[config.mk]
export PLATFORM = sky130hd
export DESIGN_NAME = bmpu_guard
export DESIGN_NICKNAME = d
export VERILOG_FILES = /design/src/rtl/bmpu_guard_pkg.sv /design/src/rtl/bmpu_attr_regs.sv /design/src/rtl/bmpu_access_judge.sv /design/src/rtl/bmpu_fault_capture.sv /design/src/rtl/bmpu_guard.sv
export SDC_FILE = /design/constraint.sdc
export NUM_CORES = 1
export LEC_CHECK = 0
export BUFFER_PORTS_ARGS = -buffer_cell sky130_fd_sc_hd__buf_4
export CORE_MARGIN = 2
export CORE_UTILIZATION = 46
export DETAILED_ROUTE_END_ITERATION = 16
export MAX_ROUTING_LAYER = met4
export PLACE_DENSITY_LB_ADDON = 0.1
export SLEW_MARGIN = 20
export SYNTH_ARGS = -nofsm -noshare
export SYNTH_HDL_FRONTEND = slang
export SYNTH_SLANG_ARGS = --single-unit
[constraint.sdc]
create_clock -name clk -period 1.9 [get_ports clk]
set_input_delay 0.095 -clock clk [delete_from_list [all_inputs] [get_ports clk]]
set_output_delay 0.095 -clock clk [all_outputs]
set_load 0.1 [all_outputs]
[src/rtl/bmpu_guard_pkg.sv]
package bmpu_guard_pkg;
  typedef enum logic [1:0] {
    SEL_PRIV = 2'd0,
    SEL_SEC  = 2'd1,
    SEL_IEN  = 2'd2,
    SEL_NONE = 2'd3
  } cfg_sel_e;
endpackage

[src/rtl/bmpu_attr_regs.sv]
module bmpu_attr_regs #(
  parameter int NUM_MASTERS = 4
) (
  input  logic                   clk,
  input  logic                   rst_n,
  input  logic                   cfg_we,
  input  logic [1:0]             cfg_sel,
  input  logic [NUM_MASTERS-1:0] cfg_wdata,
  output logic [NUM_MASTERS-1:0] priv_map,
  output logic [NUM_MASTERS-1:0] sec_map,
  output logic                   ien
);
  import bmpu_guard_pkg::*;

  logic [NUM_MASTERS-1:0] priv_d, sec_d;
  logic                   ien_d;
  cfg_sel_e               sel;

  assign sel = cfg_sel_e'(cfg_sel);

  always_comb begin
    priv_d = priv_map;
    sec_d  = sec_map;
    ien_d  = ien;
    if (cfg_we) begin
      case (sel)
        SEL_PRIV: priv_d = cfg_wdata;
        SEL_SEC:  sec_d  = cfg_wdata;
        SEL_IEN:  ien_d  = cfg_wdata[0];
        default:  ;
      endcase
    end
  end

  always_ff @(posedge clk or negedge rst_n) begin
    if (!rst_n) begin
      priv_map <= '1;
      sec_map  <= '1;
      ien      <= 1'b0;
    end else if (cfg_we) begin
      priv_map <= priv_d;
      sec_map  <= sec_d;
      ien      <= ien_d;
    end
  end
endmodule

[src/rtl/bmpu_access_judge.sv]
module bmpu_access_judge #(
  parameter int NUM_MASTERS = 4,
  parameter int ID_W        = 2
) (
  input  logic                   req_valid,
  input  logic [ID_W-1:0]        req_id,
  input  logic                   tgt_ns,
  input  logic                   tgt_priv_only,
  input  logic [NUM_MASTERS-1:0] priv_map,
  input  logic [NUM_MASTERS-1:0] sec_map,
  output logic                   grant,
  output logic                   deny
);
  logic [NUM_MASTERS-1:0] allowed;
  logic                   sel_ok;

  for (genvar i = 0; i < NUM_MASTERS; i++) begin : g_master
    assign allowed[i] = (sec_map[i] | tgt_ns) & (priv_map[i] | ~tgt_priv_only);
  end

  always_comb begin
    sel_ok = 1'b0;
    for (int i = 0; i < NUM_MASTERS; i++) begin
      if (req_id == ID_W'(i)) sel_ok = allowed[i];
    end
  end

  assign grant = req_valid & sel_ok;
  assign deny  = req_valid & ~sel_ok;
endmodule

[src/rtl/bmpu_fault_capture.sv]
module bmpu_fault_capture #(
  parameter int ID_W   = 2,
  parameter int ADDR_W = 16
) (
  input  logic              clk,
  input  logic              rst_n,
  input  logic              deny,
  input  logic [ID_W-1:0]   req_id,
  input  logic [ADDR_W-1:0] req_addr,
  input  logic              flag_clr,
  input  logic              ien,
  output logic              fault_flag,
  output logic [ID_W-1:0]   fault_id,
  output logic [ADDR_W-1:0] fault_addr,
  output logic              irq
);
  logic flag_d, cap_en;

  assign cap_en = deny & (~fault_flag | flag_clr);

  always_comb begin
    flag_d = (fault_flag & ~flag_clr) | deny;
  end

  always_ff @(posedge clk or negedge rst_n) begin
    if (!rst_n) fault_flag <= 1'b0;
    else        fault_flag <= flag_d;
  end

  always_ff @(posedge clk or negedge rst_n) begin
    if (!rst_n) begin
      fault_id   <= '0;
      fault_addr <= '0;
    end else if (cap_en) begin
      fault_id   <= req_id;
      fault_addr <= req_addr;
    end
  end

  assign irq = fault_flag & ien;
endmodule

[src/rtl/bmpu_guard.sv]
module bmpu_guard #(
  parameter int NUM_MASTERS = 4,
  parameter int ADDR_W      = 16,
  localparam int ID_W       = (NUM_MASTERS > 1) ? $clog2(NUM_MASTERS) : 1
) (
  input  logic                   clk,
  input  logic                   rst_n,
  input  logic                   req_valid,
  input  logic [ID_W-1:0]        req_id,
  input  logic [ADDR_W-1:0]      req_addr,
  input  logic                   tgt_ns,
  input  logic                   tgt_priv_only,
  input  logic                   cfg_we,
  input  logic [1:0]             cfg_sel,
  input  logic [NUM_MASTERS-1:0] cfg_wdata,
  input  logic                   flag_clr,
  output logic                   grant,
  output logic                   bus_err,
  output logic                   fault_flag,
  output logic                   irq,
  output logic [ID_W-1:0]        fault_id,
  output logic [ADDR_W-1:0]      fault_addr
);
  logic [NUM_MASTERS-1:0] priv_map, sec_map;
  logic                   ien;

  bmpu_attr_regs #(.NUM_MASTERS(NUM_MASTERS)) u_attr (
    .clk(clk), .rst_n(rst_n), .cfg_we(cfg_we), .cfg_sel(cfg_sel),
    .cfg_wdata(cfg_wdata), .priv_map(priv_map), .sec_map(sec_map), .ien(ien)
  );

  bmpu_access_judge #(.NUM_MASTERS(NUM_MASTERS), .ID_W(ID_W)) u_judge (
    .req_valid(req_valid), .req_id(req_id), .tgt_ns(tgt_ns),
    .tgt_priv_only(tgt_priv_only), .priv_map(priv_map), .sec_map(sec_map),
    .grant(grant), .deny(bus_err)
  );

  bmpu_fault_capture #(.ID_W(ID_W), .ADDR_W(ADDR_W)) u_fault (
    .clk(clk), .rst_n(rst_n), .deny(bus_err), .req_id(req_id),
    .req_addr(req_addr), .flag_clr(flag_clr), .ien(ien),
    .fault_flag(fault_flag), .fault_id(fault_id), .fault_addr(fault_addr),
    .irq(irq)
  );
endmodule

==> impl_results.md <==
* CTS tree: done
* Initial Util at 49.3%
* Pre-CTS worst setup slack at 25.3 ps
* Period utilisation layout at 103%
* Post-synthesis cell count at 79
* #FFs+latches synth at 28
* Final wirelength at 2790 um
* Critical Path RT at 1800 ps
* GRT Overall Usage at 20.4%
* Clock buffer depth at 2
* Max-cap violation count at 0
* Critical path class: reg2out
* Static Leak at 0.000906 uW
* CP Capture Type: output port
* Clock transition at path regs at 140 ps
* Htree depth at 1
* Skew final at 8.01 ps
* Share of cells above drive strength 1 at 64.7%
* Synthesized area per cell at 15.7 um2
* Final Hold Fails at 0
* Total Die Area at 3140 um2
* RD Place Congestion at 0.779
* GRT overflow at 0
* R2R Setup Slk at 260 ps
* Hpwl dp at 1830 um
* DR pass1 iterations at 2
* Reg2reg end: u_fault.fault_addr[13]
* Syn_nets at 110
* Hold path cells at 3
* Worst-skew pair later-pin latency at 320 ps
* Fmax at 512 MHz
* IO buf count at 52
* RSZ-0062 raised after global routing: true
* Largest net degree at the start of global routing at 29
* Minimum clock period at 1950 ps
* Global-route wire length before repair at 4810 um
* Commonest cells after routing, fill and taps aside: buf_4, dlygate4sd3_1, dfrtp_1, mux2_2, mux2_4
* Post-synthesis sequential area ratio at 57.1%
* Largest cells by area after synthesis: dfrtp_1, dfstp_2, mux2_2
* Peak VDD IR at 1.33 mV
* Synth top area share at 40.2%
* # diodes at 0
* R2r startpoint: u_fault.fault_flag
* Height of the die at 56.0 um
* Synth Warn # at 0
* Critical path launch point type: flop
* Final #Nets at 188
* Synth-to-Final Area Change at 58.4%
* Final Setup Violations at 2
* Clock sinks at 28
* Worst Hold Class: in2reg
* IO Pins at 53
* Initial DRC Count at 18
* Core area at 2520 um2
* Min-delay src: flag_clr
* ANT nets after route at 0
* Number of global-route vias before repair at 1,079
* Status: finished, violations left
* Fin worst setup slack at -52.7 ps
* Failing checks: setup timing
* CP max FO at 2
* Pwr per Cell Area at 1500 nW/um2
* Slew @ Worst Pin at 628 ps
* R2R cell count at 6
* Row count at 18
* Initial antenna violation count at 0
* Yosys cell types at 20
* Routed via count at 951
* WP data arrival at 1860 ps
* CTS root buf: clkbuf_4
* WL/cell at 15.0 um
* Commonest non-fill, non-tap cell in the layout: buf_4
* Synth Cell Area at 1240 um2
* DRC Markers at 0
* Die width at 56.0 um
* Area leader, netlist: dfrtp_1
* Via density at 5.11
* Pins Over Slew Limit at 0
* Max_slew headroom at 58.0%
* Setup_tns at -85.4 ps
* Hold Path Sink: u_fault.fault_flag
* TritonCTS buffer count at 3
-- metrics by stage --
stage               area (um2)  instances  utilization [%]  hold slack (ps)  power [uW]
finish                    1970        186             78.1             34.6        2960
global route              1970        186             78.1             42.5        3070
CTS                       1960        186             77.9             14.1        2980
detailed placement        1660        160             65.7             25.9        2610
global placement          1660        160             65.7             24.8        2580
floorplan                 1250         79                -             -201        2240
-- synthesized netlist by cell type --
cell	number
nor3b_1	1
o221ai_1	1
mux2_2	16
o2111ai_2	1
nand3b_1	2
o22ai_1	4
inv_1	2
dfrtp_1	20
o21ai_0	1
nand2b_1	2
o21ai_4	1
mux4_1	1
buf_12	1
and2_1	3
mux2i_1	1
nor2_1	1
inv_2	1
nand2_1	2
dfstp_2	8
mux2_4	10
-- routing by layer --
layer,global-route usage [%],wire (um),part of all wire [%],up-vias
met2,32.9,1440,52,40
li1,-,-,-,439
met4,10.5,62,2.2,0
met3,3.49,165,5.9,6
met5,-,0,0,-
met1,24.6,1120,40,466
-- where the power goes --
group	leakage (uW)	total [uW]	internal, uW	switching (uW)
Clock	0.0000210	282	117	165
Combinational	0.000567	1780	489	1290
Sequential	0.000317	896	791	105
Total	0.000906	2960	1400	1560
-- how the worst max path moves through the flow --
stage | start | to | slack, ps | cells after the start
after floorplan | u_attr.sec_map[3] | grant | -110 | 3
after global placement | u_attr.sec_map[2] | u_fault.fault_addr[15] | 100 | 4
after detailed placement | u_fault.fault_flag | u_fault.fault_addr[13] | 30 | 5
after CTS | u_attr.sec_map[1] | grant | -30 | 4
after global routing | u_attr.priv_map[1] | bus_err | -110 | 4
final | u_attr.sec_map[3] | bus_err | -50 | 4
-- repair_timing --
| item | in CTS | in global routing |
|---|---|---|
| resized for setup | 11 | 1 |
| pin swaps | 2 | 0 |
| buffers inserted | 1 | 0 |
| hold buffers | 21 | 0 |
| gates cloned | 0 | 0 |
| endpoints found under the setup margin | 3 | 2 |
| hold endpoints to repair | 52 | 0 |
-- area by class of cell --
type,count,area [um2]
multi-input combinational,47,527
tap,30,37.5
inverter,3,11.3
sequential,28,712
clock buffer,4,36.3
timing repair buffer,74,646
fill,166,553
-- state kept, by name (all words and copies together) (netlist names) --
signal and flops:
u_fault.fault_flag 1, u_attr.priv_map 4, u_attr.sec_map 4, u_attr.ien 1
u_fault.fault_id 2, u_fault.fault_addr 16
-- logic make-up after synthesis --
logic type	after synthesis	synth area share, %
AO/OA/AOI/OAI	8	5.63
buffers and inverters	4	2.52
flip-flops	28	57.1
multiplexers	28	29.5
AND/OR/NAND/NOR	11	5.23
-- worst max-delay path, cell delays in order (launching register included) --
cell and delay, ps:
dfstp_2 560, o22ai_1 100, mux4_2 520, and2_4 180, buf_12 160
(Power assumes the default switching activity.)
